`src/rtl/usb_devstat_pkg.sv`:
```
package usb_devstat_pkg;

    localparam int WORD_W    = 32;
    localparam int DEVADDR_W = 7;

    // Command/status word bit positions (software decodes these).
    localparam int CB_ENABLE   = 7;
    localparam int CB_SETUP    = 8;
    localparam int CB_CONNECT  = 16;
    localparam int CB_SUSPEND  = 17;
    localparam int CB_CONN_CHG = 24;
    localparam int CB_SUSP_CHG = 25;
    localparam int CB_RST_CHG  = 26;
    localparam int CB_VBUS     = 28;

    // Interrupt status word bit positions.
    localparam int IB_DEV = 31;
    localparam int IB_SOF = 30;

    typedef enum logic [1:0] {
        SEL_CMD   = 2'd0,
        SEL_ISTAT = 2'd1,
        SEL_IEN   = 2'd2,
        SEL_NONE  = 2'd3
    } reg_sel_e;

    // Read/write control fields of the command/status word.
    typedef struct packed {
        logic [DEVADDR_W-1:0] dev_addr;
        logic                 enable;
        logic                 connect;
    } cmd_ctrl_t;

    // Sticky flags of the command/status word.
    typedef struct packed {
        logic setup;
        logic conn_chg;
        logic susp_chg;
        logic rst_chg;
    } cmd_flags_t;

    localparam int FLAG_N = $bits(cmd_flags_t);

    function automatic logic [WORD_W-1:0] pack_cmd(
        input cmd_ctrl_t  c,
        input cmd_flags_t f,
        input logic       susp,
        input logic       vbus
    );
        logic [WORD_W-1:0] w;
        w = '0;
        w[DEVADDR_W-1:0] = c.dev_addr;
        w[CB_ENABLE]     = c.enable;
        w[CB_CONNECT]    = c.connect;
        w[CB_SETUP]      = f.setup;
        w[CB_CONN_CHG]   = f.conn_chg;
        w[CB_SUSP_CHG]   = f.susp_chg;
        w[CB_RST_CHG]    = f.rst_chg;
        w[CB_SUSPEND]    = susp;
        w[CB_VBUS]       = vbus;
        return w;
    endfunction

    // Bits that exist in the interrupt status and enable words.
    function automatic logic [WORD_W-1:0] irq_mask(input int n_ep);
        logic [WORD_W-1:0] m;
        m = '0;
        m[IB_DEV] = 1'b1;
        m[IB_SOF] = 1'b1;
        for (int i = 0; i < n_ep; i++) m[i] = 1'b1;
        return m;
    endfunction

endpackage

```
`src/rtl/usb_devstat_w1c.sv`:
```
// One sticky bit: set by an event, cleared by a software one, set wins.
module usb_devstat_w1c (
    input  logic clk,
    input  logic rst,
    input  logic set,
    input  logic clr,
    output logic q
);
    always_ff @(posedge clk) begin
        if (rst)      q <= 1'b0;
        else if (set) q <= 1'b1;
        else if (clr) q <= 1'b0;
    end
endmodule

```
`src/rtl/usb_devstat_cmd.sv`:
```
module usb_devstat_cmd
    import usb_devstat_pkg::*;
(
    input  logic              clk,
    input  logic              rst,
    input  logic              wr_en,
    input  cmd_ctrl_t         wr_ctrl,
    input  cmd_flags_t        wr_clr,
    input  cmd_flags_t        ev_set,
    input  logic              suspend_lvl,
    input  logic              vbus_lvl,
    output logic [WORD_W-1:0] cmd_word,
    output logic              chg_new
);
    cmd_ctrl_t          ctrl_q;
    logic [FLAG_N-1:0]  flag_bits;
    logic [FLAG_N-1:0]  set_bits;
    logic [FLAG_N-1:0]  clr_bits;
    cmd_flags_t         flags;

    always_ff @(posedge clk) begin
        if (rst)        ctrl_q <= '0;
        else if (wr_en) ctrl_q <= wr_ctrl;
    end

    assign set_bits = ev_set;
    assign clr_bits = wr_en ? wr_clr : '0;

    for (genvar i = 0; i < FLAG_N; i++) begin : g_flag
        usb_devstat_w1c u_bit (
            .clk (clk),
            .rst (rst),
            .set (set_bits[i]),
            .clr (clr_bits[i]),
            .q   (flag_bits[i])
        );
    end

    assign flags = cmd_flags_t'(flag_bits);

    // A bus-state change counts only when its flag was clear before.
    always_comb begin
        chg_new = (ev_set.rst_chg  & ~flags.rst_chg)
                | (ev_set.conn_chg & ~flags.conn_chg)
                | (ev_set.susp_chg & ~flags.susp_chg);
    end

    assign cmd_word = pack_cmd(ctrl_q, flags, suspend_lvl, vbus_lvl);
endmodule

```
`src/rtl/usb_devstat_isr.sv`:
```
module usb_devstat_isr
    import usb_devstat_pkg::*;
#(
    parameter int NUM_EP = 10
) (
    input  logic              clk,
    input  logic              rst,
    input  logic              wr_en,
    input  logic [WORD_W-1:0] wclr,
    input  logic              dev_evt,
    input  logic              sof,
    input  logic [NUM_EP-1:0] ep_done,
    output logic [WORD_W-1:0] istat
);
    localparam logic [WORD_W-1:0] MASK = irq_mask(NUM_EP);

    logic [WORD_W-1:0] set_vec;
    logic [WORD_W-1:0] cell_q;

    always_comb begin
        set_vec             = '0;
        set_vec[NUM_EP-1:0] = ep_done;
        set_vec[IB_SOF]     = sof;
        set_vec[IB_DEV]     = dev_evt;
    end

    for (genvar i = 0; i < WORD_W; i++) begin : g_bit
        if (MASK[i]) begin : g_live
            usb_devstat_w1c u_bit (
                .clk (clk),
                .rst (rst),
                .set (set_vec[i]),
                .clr (wr_en & wclr[i]),
                .q   (cell_q[i])
            );
        end else begin : g_tied
            assign cell_q[i] = 1'b0;
        end
    end

    assign istat = cell_q;
endmodule

```
`src/rtl/usb_devstat_irq.sv`:
```
module usb_devstat_irq
    import usb_devstat_pkg::*;
#(
    parameter int NUM_EP = 10   // physical endpoints, 2..30
) (
    input  logic              clk,
    input  logic              rst,
    input  logic              reg_wr,
    input  logic [1:0]        reg_addr,
    input  logic [31:0]       reg_wdata,
    output logic [31:0]       reg_rdata,
    input  logic              ev_bus_reset,
    input  logic              ev_conn_chg,
    input  logic              ev_susp_chg,
    input  logic              ev_setup,
    input  logic              ev_sof,
    input  logic [NUM_EP-1:0] ep_done,
    input  logic              suspend_lvl,
    input  logic              vbus_lvl,
    output logic              irq
);
    localparam logic [WORD_W-1:0] IEN_MASK = irq_mask(NUM_EP);

    reg_sel_e          sel;
    logic              wr_cmd, wr_istat, wr_ien;
    cmd_ctrl_t         wr_ctrl;
    cmd_flags_t        wr_clr;
    cmd_flags_t        ev_flags;
    logic [WORD_W-1:0] cmd_word;
    logic [WORD_W-1:0] istat_q;
    logic [WORD_W-1:0] ien_q;
    logic              chg_new;

    assign sel      = reg_sel_e'(reg_addr);
    assign wr_cmd   = reg_wr && (sel == SEL_CMD);
    assign wr_istat = reg_wr && (sel == SEL_ISTAT);
    assign wr_ien   = reg_wr && (sel == SEL_IEN);

    always_comb begin
        wr_ctrl.dev_addr = reg_wdata[DEVADDR_W-1:0];
        wr_ctrl.enable   = reg_wdata[CB_ENABLE];
        wr_ctrl.connect  = reg_wdata[CB_CONNECT];
        wr_clr.setup     = reg_wdata[CB_SETUP];
        wr_clr.conn_chg  = reg_wdata[CB_CONN_CHG];
        wr_clr.susp_chg  = reg_wdata[CB_SUSP_CHG];
        wr_clr.rst_chg   = reg_wdata[CB_RST_CHG];
        ev_flags.setup    = ev_setup;
        ev_flags.conn_chg = ev_conn_chg;
        ev_flags.susp_chg = ev_susp_chg;
        ev_flags.rst_chg  = ev_bus_reset;
    end

    usb_devstat_cmd u_cmd (
        .clk         (clk),
        .rst         (rst),
        .wr_en       (wr_cmd),
        .wr_ctrl     (wr_ctrl),
        .wr_clr      (wr_clr),
        .ev_set      (ev_flags),
        .suspend_lvl (suspend_lvl),
        .vbus_lvl    (vbus_lvl),
        .cmd_word    (cmd_word),
        .chg_new     (chg_new)
    );

    usb_devstat_isr #(.NUM_EP(NUM_EP)) u_isr (
        .clk     (clk),
        .rst     (rst),
        .wr_en   (wr_istat),
        .wclr    (reg_wdata),
        .dev_evt (chg_new),
        .sof     (ev_sof),
        .ep_done (ep_done),
        .istat   (istat_q)
    );

    always_ff @(posedge clk) begin
        if (rst)         ien_q <= '0;
        else if (wr_ien) ien_q <= reg_wdata & IEN_MASK;
    end

    always_comb begin
        unique case (sel)
            SEL_CMD:   reg_rdata = cmd_word;
            SEL_ISTAT: reg_rdata = istat_q;
            SEL_IEN:   reg_rdata = ien_q;
            default:   reg_rdata = '0;
        endcase
    end

    assign irq = |(istat_q & ien_q);
endmodule

```
`config.mk`:
```
export PLATFORM = sky130hd
export DESIGN_NAME = usb_devstat_irq
export DESIGN_NICKNAME = d
export VERILOG_FILES = /design/src/rtl/usb_devstat_pkg.sv /design/src/rtl/usb_devstat_w1c.sv /design/src/rtl/usb_devstat_cmd.sv /design/src/rtl/usb_devstat_isr.sv /design/src/rtl/usb_devstat_irq.sv
export SDC_FILE = /design/constraint.sdc
export NUM_CORES = 1
export LEC_CHECK = 0
export ABC_AREA = 1
export BUFFER_PORTS_ARGS = -buffer_cell sky130_fd_sc_hd__buf_2
export CAP_MARGIN = 20
export CORE_MARGIN = 4
export CORE_UTILIZATION = 42
export CTS_CLUSTER_DIAMETER = 30
export CTS_CLUSTER_SIZE = 10
export DETAILED_ROUTE_END_ITERATION = 8
export PLACE_DENSITY = 0.76
export SETUP_SLACK_MARGIN = 0.2
export SYNTH_ARGS = -nofsm -noshare
export SYNTH_HDL_FRONTEND = slang
export SYNTH_SLANG_ARGS = --single-unit
```
`constraint.sdc`:
```
create_clock -name clk -period 0.9 [get_ports clk]
set_clock_uncertainty 0.1 [all_clocks]
set_input_delay 0 -clock clk [delete_from_list [all_inputs] [get_ports clk]]
set_output_delay 0 -clock clk [all_outputs]
set_load 0.01 [all_outputs]
```
### Yosys cells after proc, flatten, opt, wreduce, memory -nomap -nowiden

Index checks and enable logic that the tools add are counted.

| cells by class | value |
|---|---|
| bitwise gates (word level) | 21 |
| reduce and logical (&&, ||, !) cells | 21 |
| muxes and demuxes | 34 |
| equality and inequality tests | 2 |

Operators by type and width:

| cell | number |
|---|---|
| $pmux W32 S3 | 1 |
| $and A32 B32 Y32 | 1 |
| $mux W1 | 32 |
| $reduce_bool A2 Y1 | 16 |
| $reduce_or A32 Y1 | 1 |
| $and A1 B1 Y1 | 15 |
| $mux W4 | 1 |
| $logic_and A1 B1 Y1 | 3 |
| $not A1 Y1 | 3 |
| $eq A2 B1 Y1 const B | 1 |
| $eq A2 B2 Y1 const B | 1 |
| $logic_not A2 Y1 | 1 |
| $or A1 B1 Y1 | 2 |

| word-level totals | value |
|---|---|
| bits of input ports | 54 |
| word-level logic and storage cells | 98 |
| register bits after elaboration | 37 |

### Depth between registers and ports, before layout

Gate-level depths: netlist of run 1.

| logic depth | value |
|---|---|
| word-level depth | 5 |
| gate-level depth with buffers | 7 |

### Modules after synthesis

Synthesis of run 1 repeated with hierarchy kept, for this count alone.

| unflattened totals | value |
|---|---|
| cells, all modules | 427 |
| area, all modules | 2514.9 µm² |

Modules (own cells, without submodules):

| module | seq. area each (µm²) | area each (µm²) | instances | cells each |
|---|---|---|---|---|
| usb_devstat_irq | 240.2 | 1039.7 | 1 | 209 |
| usb_devstat_w1c | 20.0 | 40.0 | 16 | 5 |
| usb_devstat_cmd | 180.2 | 579.3 | 1 | 92 |
| usb_devstat_isr | 0.0 | 255.2 | 1 | 46 |

### Worst setup path after synthesis of run 1

OpenSTA, ideal clock, no wires.

| path | value |
|---|---|
| kind | input -> register |
| from | input port reg_wr |
| to | register ien_q[2] |
| arrival | 0.685 ns |
| slack | 0.000 ns |
| stages on the path | 7 |
| data required time | 0.684 ns |
| library setup time | 0.116 ns |
| cell sequence | buf_2 > inv_1 > nor2_2 > inv_2 > buf_6 > nor2_1 > nor2_1 |

| between the ends | value |
|---|---|
| cells in the longest elaborated chain, start to end | 1 |

RTL lines:

| element | RTL line | text |
|---|---|---|
| start, declared | usb_devstat_irq.sv:8 | `input logic reg_wr,` |
| $logic_and A1 B1 Y1 | usb_devstat_irq.sv:37 | `assign wr_ien = reg_wr && (sel == SEL_IEN);` |
| end signal, assigned | usb_devstat_irq.sv:79 | `else if (wr_ien) ien_q <= reg_wdata & IEN_MASK;` |
| end, declared | usb_devstat_irq.sv:31 | `logic [WORD_W-1:0] ien_q;` |

No other way between the ends.
A chain may end at the register's enable or synchronous reset.

### Worst setup path in the final report of run 1

| path | value |
|---|---|
| from | register u_isr.g_bit[30].g_live.u_bit.q |
| to | output port irq |

| between the ends | value |
|---|---|
| cells in the longest elaborated chain, start to end | 2 |

RTL lines:

| element | RTL line | text |
|---|---|---|
| start, declared | usb_devstat_w1c.sv:7 | `output logic q` |
| start signal, assigned | usb_devstat_w1c.sv:10 | `if (rst) q <= 1'b0;` |
| start signal, assigned | usb_devstat_w1c.sv:11 | `else if (set) q <= 1'b1;` |
| start signal, assigned | usb_devstat_w1c.sv:12 | `else if (clr) q <= 1'b0;` |
| $and A32 B32 Y32 | usb_devstat_irq.sv:91 | `assign irq = \|(istat_q & ien_q);` |
| $reduce_or A32 Y1 | usb_devstat_irq.sv:91 |  |
| end, declared | usb_devstat_irq.sv:20 | `output logic irq` |

No other way between the ends.

==> flow_summary.json, run 1 <==
{
  "outcome": "finished, violations left",
  "violations": "hold timing, setup timing",
  "drc_markers": 0,
  "hold_path_depth": 3,
  "fin_crit_ns": 1.31,
  "nFillCells": 342,
  "yosysUniqueCellTypes": 19,
  "criticalPathCategory": "flip-flop to output pin",
  "die_width_um": 74.7,
  "place.gp.congestion": 0.874,
  "syn-mean-instance-area_um2": 6.59,
  "drt-wirelength-per-cell_um": 14.5,
  "critPathArrivalTime_ns": 1.21,
  "combinationalPowerShare": 0.217,
  "netlist_instances": 284,
  "grt_antenna_before_repair": 0,
  "worst_hold_slack_ns": -0.149,
  "grt_pass1_wl_um": 9160,
  "floorplan.die.height_um": 74.7,
  "grt_setup_unrepaired": "true",
  "setup-violations-final": 19,
  "cts_inserted_buffers": 5,
  "routed-via-count": 2175,
  "critical_path.reg2reg.endpoint": "u_isr.g_bit[31].g_live.u_bit.q$_SDFFE_PP0P_",
  "fin_ws_ns": -0.406,
  "globalRouteOverflowTotal": 0,
  "dpl.hpwl_um": 3800,
  "worst-endpoint-required_ns": 0.80,
  "p_sw_frac": 0.274,
  "core_rows": 24,
  "num_antenna_cells": 0,
  "io_port_bufs": 56,
  "synth-seq-cells": 37,
  "yosys_warnings": 0,
  "timing.reg2reg.setup_slack_ns": -0.05,
  "detail_route.vias_per_cell": 5.02,
  "residual_antenna_violating_net_count_after_detailed_routing": 0,
  "synth_area_um2": 1870,
  "design.die.area_um2": 5590,
  "p_switching_uw": 1170,
  "critical_path_peak_fanout": 2,
  "cts_hold_buffers": 13,
  "cellLeakagePower_uw": 0.00151,
  "pin_count_of_the_biggest_net_entering_global_routing": 22,
  "setup.worst_path.end_class": "output pin",
  "vdd_ir_drop_max_mv": 1.32,
  "slew_viol_final": 0,
  "clock_tree.buffer_depth": 2,
  "cts.reportedPaths.clkPinSlew_ns": 0.07,
  "boundaryPins": 87,
  "grt_pass1_vias": 2055,
  "fin_tns_setup_ns": -2.77,
  "dr.pass1.iters": 5,
  "layout-drive-gt1-share": 0.535,
  "gr-usage-all-layers": 0.216,
  "p_clk_frac": 0.354,
  "cts.htree.levels": 2,
  "power.internal_uw": 3100,
  "initial_core_util": 0.433,
  "clock_tree_root_buffer_cell": "clkbuf_8",
  "hold_path_startpoint": "reg_wdata[31]",
  "finalNetCount": 434,
  "holdPathEnd": "ien_q[31]$_SDFFE_PP0P_",
  "min_period_over_period": 1.45,
  "iteration_0_drc_markers": 119,
  "clk-insertion-delay-late_ns": 0.30,
  "cp-startpoint": "u_isr.g_bit[30].g_live.u_bit.q$_SDFFE_PP0P_",
  "syn2layout_area_growth_pct": 59.5,
  "cts_tree": "yes",
  "peak_freq_mhz": 766,
  "timing.reg2reg.worst_path_depth": 5,
  "core_area_um2": 4320,
  "worstSetupStartpointType": "flip-flop",
  "worst_hold_path_type": "primary input to flip-flop",
  "power_density_normalized_to_cell_area_nw_per_um2": 1430,
  "register_cell_area_after_layout_um2": 783,
  "clock-sinks": 37,
  "total_power_uw": 4280,
  "power.share.sequential": 0.429,
  "routed_wl_um": 6270,
  "multi_input_area_um2": 1110,
  "max_cap_violations": 0,
  "ys_seq_area_frac": 0.396,
  "hold_violations": 36,
  "reg2reg_from": "u_cmd.g_flag[1].u_bit.q$_SDFFE_PP0P_"
}
synthesized netlist by cell type:
library cell   n  area, um^2
inv_1         26        97.6
nor2_1        54         203
buf_4         15         113
nor2_4         1        11.3
a21oi_1       16        80.1
nand4_1       12        75.1
o21ai_1        4        20.0
inv_2          3        11.3
clkbuf_1       3        11.3
conb_1         1        3.75
buf_6          2        22.5
a22o_1         2        17.5
buf_2          7        35.0
dfxtp_1       37         741
nand3_1       14        70.1
o21ai_0       18        90.1
nor2_2         2        12.5
nand2_1       65         244
nand2_2        2        12.5
power groups by stage:
stage               logic, uW  registers [uW]  clock network, uW
floorplan                 412            1830                  0
global placement          652            1840                  0
detailed placement        663            1840                  0
CTS                       788            1820               1520
global route             1010            1850               1620
finish                    927            1840               1510
critical path, stage by stage, from the launching register on:
cell and delay [ns]:
dfxtp_2 0.34, nand2_1 0.08, nand2_1 0.09, nor2_2 0.15, nand3_1 0.10, buf_2 0.15
sequential cells by signal, indices dropped and copies added, names as in the netlist:
name,cells
u_cmd.g_flag.u_bit.q,4
u_isr.g_bit.g_live.u_bit.q,12
ien_q,12
u_cmd.cmd_word,9
final cells by class:
type / instances / share of cell area
clock inverters: 1 / 0.0101
multi-input cells: 204 / 0.372
flip-flops and latches: 37 / 0.262
clock buffers: 7 / 0.0289
inverters: 29 / 0.0411
repair buffers: 103 / 0.263
well taps: 52 / 0.0218
repair_timing:
item                       4_1_cts  5_1_grt
pin swaps                       34       26
gates resized for setup         75       61
setup endpoints to repair       38       51
hold endpoints to repair        37       36
buffers inserted                 3        7
metrics by stage:
step / cells / instance area [um^2] / util / setup WS (ns) / hold slack (ns)
after floorplan: 297 / 1960 / - / 0.106 / -0.0107
after global placement: 403 / 2310 / 0.533 / -0.0558 / 0.133
after detailed placement: 403 / 2310 / 0.533 / -0.0926 / 0.140
after CTS: 427 / 2740 / 0.633 / -0.316 / -0.164
after global routing: 433 / 2980 / 0.690 / -0.457 / -0.138
final: 433 / 2980 / 0.690 / -0.406 / -0.149
how the worst max path moves through the flow:
stage,cells after the start,slack (ns),endpoint
6_report,5,-0.41,irq
5_1_grt,5,-0.46,irq
4_1_cts,5,-0.32,irq
3_5_place_dp,7,-0.09,ien_q[6]$_SDFFE_PP0P_
3_3_place_gp,7,-0.06,ien_q[31]$_SDFFE_PP0P_
2_1_floorplan,5,0.11,u_isr.g_bit[31].g_live.u_bit.q$_SDFFE_PP0P_
logic make-up (layout without fill, tap and decap cells):
family	count (synthesis)	count (layout)	synth area share
simple gates	150	150	0.336
buf+inv	56	140	0.155
other cells	1	14	0.00200
flops	37	37	0.396
compound gates	40	40	0.111
layer usage:
metal	GRT usage	up-vias	wire length [um]
met5	0	-	0
met4	0.0810	0	151
met3	0.0654	16	452
met2	0.363	89	3160
met1	0.259	1006	2500
li1	-	1064	-
cell usage in the layout (no fill, tap or decap), types with 6 or more instances in the layout:
master,n
nand3_1,7
buf_2,48
dfxtp_2,34
nor2_1,45
dlygate4sd3_1,12
o21ai_0,6
a21oi_1,8
conb_1,14
inv_1,19
nand4_1,12
nor2_2,10
o21ai_2,12
a21oi_2,8
buf_4,19
nand2_1,44
nand2_2,18
buf_6,22
nand3_2,6
clkbuf_8,6
No activity file was read; power rests on OpenSTA's default activity.
==> inputs of run 2 (changes only) <==
--- a/config.mk
+++ b/config.mk
@@ -9,12 +9,13 @@
 export BUFFER_PORTS_ARGS = -buffer_cell sky130_fd_sc_hd__buf_2
 export CAP_MARGIN = 20
 export CORE_MARGIN = 4
-export CORE_UTILIZATION = 42
+export CORE_UTILIZATION = 46
 export CTS_CLUSTER_DIAMETER = 30
 export CTS_CLUSTER_SIZE = 10
 export DETAILED_ROUTE_END_ITERATION = 8
-export PLACE_DENSITY = 0.76
+export PLACE_DENSITY = 0.77
 export SETUP_SLACK_MARGIN = 0.2
 export SYNTH_ARGS = -nofsm -noshare
 export SYNTH_HDL_FRONTEND = slang
+export SYNTH_HIERARCHICAL = 1
 export SYNTH_SLANG_ARGS = --single-unit
==> run 2 against run 1 <==
Net effect: the flow still finishes with violations (hold timing, setup timing); cell area rose by 27%; synthesized cell count grew 50%; first-iteration DRC count shrank 14%; combinational power increased by 36%; critical path type unchanged.
==> flow_summary.json, run 2 <==
{
  "multi_input_area_um2": 1510,
  "critPathArrivalTime_ns": 1.11,
  "residual_antenna_violating_net_count_after_detailed_routing": 0,
  "layout-drive-gt1-share": 0.458,
  "timing.reg2reg.setup_slack_ns": 0.02,
  "total_power_uw": 4390,
  "iteration_0_drc_markers": 102,
  "finalNetCount": 588,
  "synthMostInstantiatedCell": "nand2_1",
  "max-slew-margin-rel": 0.662,
  "dpl.hpwl_um": 4270,
  "cts_inserted_buffers": 5,
  "hold_violations": 36,
  "grt_pass1_vias": 2445,
  "synth-seq-cells": 37,
  "detail_route.vias_per_cell": 4.55,
  "reg2reg_from": "u_isr/g_bit[31].g_live.u_bit/q$_SDFFE_PP0P_",
  "clk-insertion-delay-late_ns": 0.29,
  "clock_tree.buffer_depth": 2,
  "place.gp.congestion": 0.848,
  "synthArstFlopShare": 0,
  "ys_seq_area_frac": 0.295,
  "cellLeakagePower_uw": 0.00216,
  "io_port_bufs": 56,
  "yosys_warnings": 6,
  "globalRouteOverflowTotal": 0,
  "grt_setup_unrepaired": "true",
  "nFillCells": 387,
  "netlist_instances": 427,
  "yosysUniqueCellTypes": 14,
  "timing_worst_slew_pin_value_ns": 0.507,
  "cts_tree": "yes",
  "pin_count_of_the_biggest_net_entering_global_routing": 25,
  "critical_path.reg2reg.endpoint": "u_isr/g_bit[31].g_live.u_bit/q$_SDFFE_PP0P_",
  "synthFlopType": "dfxtp_1",
  "max_cap_violations": 0,
  "violations": "hold timing, setup timing",
  "syn2layout_area_growth_pct": 51.2,
  "syn-mean-instance-area_um2": 5.89,
  "clock-sinks": 37,
  "number_of_enable_type_register_cells_in_the_synthesized_netlist": 0,
  "yosys-top-cells-area": "dfxtp_1, nand2_1, buf_4",
  "slew_viol_final": 0,
  "timing.reg2reg.worst_path_depth": 4,
  "synth_largest_type_area_fraction": 0.295,
  "setup-violations-final": 18,
  "grt_antenna_before_repair": 1,
  "core_area_um2": 5200,
  "worst-endpoint-required_ns": 0.80,
  "routed-via-count": 2759,
  "holdPathEnd": "ien_q[30]$_SDFFE_PP0P_",
  "outcome": "finished, violations left",
  "worstSetupStartpointType": "flip-flop",
  "worst_hold_slack_ns": -0.176,
  "routed_wl_um": 7640,
  "fin_crit_ns": 1.21,
  "floorplan.die.height_um": 81.9,
  "gr-usage-all-layers": 0.205,
  "power_density_normalized_to_cell_area_nw_per_um2": 1150,
  "cts_hold_buffers": 15,
  "hold_path_depth": 3,
  "vdd_ir_drop_max_mv": 0.914,
  "critical_path_peak_fanout": 2,
  "boundaryPins": 87,
  "criticalPathCategory": "flip-flop to output pin",
  "cts.htree.levels": 2,
  "synth.top_cells.by_count": "nand2_1, inv_1, nor2_1",
  "mostFrequentLayoutCell": "nand2_1",
  "grt_pass1_wl_um": 10800,
  "synth_area_um2": 2510,
  "dp_slack_ns": -0.170,
  "hold_path_startpoint": "reg_wdata[30]",
  "synth_area_leader_cell": "dfxtp_1",
  "peak_freq_mhz": 828,
  "register_cell_area_after_layout_um2": 777,
  "fin_ws_ns": -0.308,
  "most_frequent_cells_in_the_layout": "nand2_1, inv_1, buf_2",
  "dr.pass1.iters": 4,
  "setup.worst_path.end_class": "output pin",
  "die_width_um": 81.9,
  "min_period_over_period": 1.34,
  "cts.reportedPaths.clkPinSlew_ns": 0.09,
  "worst_hold_path_type": "primary input to flip-flop",
  "drc_markers": 0,
  "drt-wirelength-per-cell_um": 12.6,
  "initial_core_util": 0.483,
  "clock_tree_root_buffer_cell": "clkbuf_8",
  "design.die.area_um2": 6710,
  "core_rows": 26
}
run 2: kinds of logic after synthesis:
kind of cell / share of synthesized area
AND/OR/NAND/NOR: 0.349
buffers and inverters: 0.262
flip-flops: 0.295
AO/OA/AOI/OAI: 0.0915
other: 0.00299
run 2: worst max-delay path by stage:
stage,startpoint,endpoint,slack [ns]
final,ien_q[31]$_SDFFE_PP0P_,reg_rdata[31],-0.31
after floorplan,reg_wr,u_cmd/g_flag[3].u_bit/q$_SDFFE_PP0P_,0.07
after global routing,ien_q[5]$_SDFFE_PP0P_,irq,-0.36
after global placement,reg_addr[1],reg_rdata[9],-0.15
after detailed placement,reg_addr[0],u_isr/g_bit[8].g_live.u_bit/q$_SDFFE_PP0P_,-0.17
after CTS,u_isr/g_bit[6].g_live.u_bit/q$_SDFFE_PP0P_,irq,-0.30
run 2: stage by stage:
stage	instances	hold slack (ns)	util	TNS [ns]	instance area, um^2
after floorplan	462	-0.0376	-	0	2680
after global placement	560	0.139	0.561	-3.79	2920
after detailed placement	560	0.146	0.561	-4.23	2920
after CTS	592	-0.163	0.663	-3.07	3450
after global routing	606	-0.133	0.731	-4.43	3800
final	606	-0.176	0.731	-3.33	3800
run 2: area by class of cell:
cell class	instances	area share
Multi-Input combinational cell	297	0.397
Timing Repair Buffer	117	0.272
Sequential cell	37	0.204
Inverter	76	0.0770
Tap cell	70	0.0230
Clock buffer	6	0.0217
Clock inverter	2	0.00362
Antenna cell	1	0.000658
run 2: routing by layer:
metal	track usage	part of all wire	vias to the layer above
li1	-	-	1387
met3	0.0384	0.063	25
met2	0.388	0.53	100
met1	0.224	0.37	1247
met4	0.0748	0.030	0
met5	0	0	-
run 2: what timing repair did:
item / in CTS / in global routing
gates cloned: 3 / 1
endpoints found under the hold margin: 37 / 35
endpoints found under the setup margin: 47 / 56
pin swaps: 32 / 41
gates resized for setup: 71 / 88
setup buffers: 6 / 12
run 2: power breakdown:
group          internal, uW  switching (uW)
Sequential             1760            75.6
Combinational           605             655
Clock                   622             678
Total                  2980            1410
run 2: worst max-delay path, cell delays in order (launching register included):
cell      delay, ns
dfxtp_2        0.34
inv_2          0.05
o211ai_1       0.24
buf_2          0.19
==> inputs of run 3 (changes only) <==
--- a/config.mk
+++ b/config.mk
@@ -9,11 +9,10 @@
 export BUFFER_PORTS_ARGS = -buffer_cell sky130_fd_sc_hd__buf_2
 export CAP_MARGIN = 20
 export CORE_MARGIN = 4
-export CORE_UTILIZATION = 46
+export CORE_UTILIZATION = 29
 export CTS_CLUSTER_DIAMETER = 30
 export CTS_CLUSTER_SIZE = 10
 export DETAILED_ROUTE_END_ITERATION = 8
-export PLACE_DENSITY = 0.77
 export SETUP_SLACK_MARGIN = 0.2
 export SYNTH_ARGS = -nofsm -noshare
 export SYNTH_HDL_FRONTEND = slang
==> run 3 against run 2 <==
Net effect: the run still ends with hold timing, setup timing left; die area is 52% higher; final cell count grew 7.1%; sequential share of layout area decreased by 0.97 points; fmax shrank 0.25%; largest cell class unchanged.
==> flow_summary.json, run 3 (same netlist as run 2, synthesis figures left out) <==
{
  "outcome": "finished, violations left",
  "violations": "hold timing, setup timing",
  "grt_setup_unrepaired": "true",
  "cts_inserted_buffers": 5,
  "core_area_um2": 8340,
  "hold_path_depth": 3,
  "crit_path_top_delay_cell": "dfxtp_2",
  "clock-sinks": 37,
  "stdcell_area_um2": 3980,
  "met2_usage": 0.224,
  "mostFrequentLayoutCell": "nand2_1",
  "initial_core_util": 0.302,
  "critical_path.reg2reg.endpoint": "u_isr/g_bit[6].g_live.u_bit/q$_SDFFE_PP0P_",
  "critical_path.max_stage_delay_ns": 0.35,
  "setup.worst_path.end_class": "output pin",
  "worst_hold_slack_ns": -0.131,
  "cellLeakagePower_uw": 0.00222,
  "drt-wirelength-per-cell_um": 11.6,
  "place_area_um2": 2970,
  "reg2reg_from": "u_isr/g_bit[6].g_live.u_bit/q$_SDFFE_PP0P_",
  "post_layout_nonfiller_instances": 649,
  "routed-via-count": 2690,
  "numPlacedInstances": 600,
  "die_width_um": 101,
  "syn2layout_area_growth_pct": 58.3,
  "cts.htree.levels": 2,
  "critical_path_peak_fanout": 2,
  "clock_tree.buffer_depth": 2,
  "iteration_0_drc_markers": 73,
  "routed_wl_um": 7510,
  "pin_count_of_the_biggest_net_entering_global_routing": 25,
  "cts_tree": "yes",
  "min_period_over_period": 1.35,
  "cell_family_contributing_the_most_delay_on_the_critical_path": "flip-flops",
  "timing.reg2reg.worst_path_depth": 5,
  "grt_pass1_vias": 2559,
  "cts.reportedPaths.clkPinSlew_ns": 0.08,
  "hold_path_startpoint": "ev_susp_chg",
  "holdPathEnd": "u_cmd/g_flag[1].u_bit/q$_SDFFE_PP0P_",
  "place.gp.congestion": 0.815,
  "gr-usage-all-layers": 0.136,
  "criticalPathCategory": "flip-flop to output pin",
  "grt_pass1_wl_um": 11300,
  "setup-violations-final": 19,
  "fin_ws_ns": -0.312,
  "globalRouteOverflowTotal": 0,
  "fin_tns_setup_ns": -3.68,
  "hold_violations": 31,
  "path_cells": "inv_2, o211ai_1, buf_2",
  "layout-drive-gt1-share": 0.515,
  "worst-endpoint-required_ns": 0.80,
  "fin_crit_ns": 1.21,
  "vdd_ir_drop_max_mv": 0.592,
  "total_power_uw": 4310,
  "grt_busiest_layer": "met2",
  "worstSetupStartpointType": "flip-flop",
  "dpl.hpwl_um": 4730,
  "buffers_plus_inverters_on_the_worst_setup_path": 2,
  "io_port_bufs": 56,
  "clk-insertion-delay-late_ns": 0.29,
  "detail_route.vias_per_cell": 4.14,
  "max_cap_violations": 0,
  "drc_markers": 0,
  "dr.pass1.iters": 4,
  "finalNetCount": 597,
  "floorplan.die.height_um": 101,
  "clock_tree_root_buffer_cell": "clkbuf_8",
  "peak_freq_mhz": 825,
  "residual_antenna_violating_net_count_after_detailed_routing": 0,
  "most_frequent_cells_in_the_layout": "nand2_1, nand2_2, buf_2",
  "num_antenna_cells": 0,
  "grt_util_met1": 0.178,
  "worst_hold_path_type": "primary input to flip-flop",
  "slew_viol_final": 0,
  "use_met3": 0.0311,
  "timing.reg2reg.setup_slack_ns": -0.06,
  "power_density_normalized_to_cell_area_nw_per_um2": 1080,
  "boundaryPins": 87,
  "core_rows": 33,
  "grt_antenna_before_repair": 0,
  "design.die.area_um2": 10200,
  "critPathArrivalTime_ns": 1.11
}
## run 3: cell type report
class / count / area [um^2]
clock buffer: 6 / 72.6
clock inverter: 2 / 10.0
fill: 812 / 4360
inverter: 76 / 295
multi-input combinational: 297 / 1570
sequential: 37 / 774
tap: 105 / 131
timing repair buffer: 126 / 1120
## run 3: repair_timing
item,in CTS,in global routing
resized for setup,82,119
hold endpoints to repair,37,28
cloned,1,3
pin swaps,29,57
hold buffers,13,1
buffers inserted,14,9
setup endpoints to repair,47,52
## run 3: worst max path at each step
stage / from / end / cells past startpoint / slack (ns)
final: ien_q[0]$_SDFFE_PP0P_ / reg_rdata[0] / 3 / -0.31
after global routing: ien_q[30]$_SDFFE_PP0P_ / irq / 5 / -0.35
after CTS: u_isr/g_bit[8].g_live.u_bit/q$_SDFFE_PP0P_ / irq / 5 / -0.32
after detailed placement: reg_addr[0] / u_isr/g_bit[0].g_live.u_bit/q$_SDFFE_PP0P_ / 9 / -0.20
after global placement: reg_addr[0] / u_isr/g_bit[0].g_live.u_bit/q$_SDFFE_PP0P_ / 9 / -0.17
after floorplan: reg_wr / u_cmd/g_flag[3].u_bit/q$_SDFFE_PP0P_ / 8 / 0.07
## run 3: per-stage QoR
stage	setup WS, ns	utilization
finish	-0.312	0.477
global route	-0.347	0.477
CTS	-0.317	0.420
detailed placement	-0.198	0.357
global placement	-0.171	0.357
floorplan	0.0716	-
## run 3: report_power, final
part | switching, uW | internal, uW | total, uW
combinational | 678 | 657 | 1340
clock | 609 | 537 | 1150
sequential | 77.5 | 1750 | 1830
## run 3: metal layers
metal	wire [um]	up-vias
met4	59	0
li1	-	1398
met3	372	6
met5	0	-
met1	3270	1213
met2	3810	73
## run 3: tightest hold or removal path, cell delays in order
cell,delay [ns]
buf_2,0.11
inv_1,0.06
a21oi_2,0.05
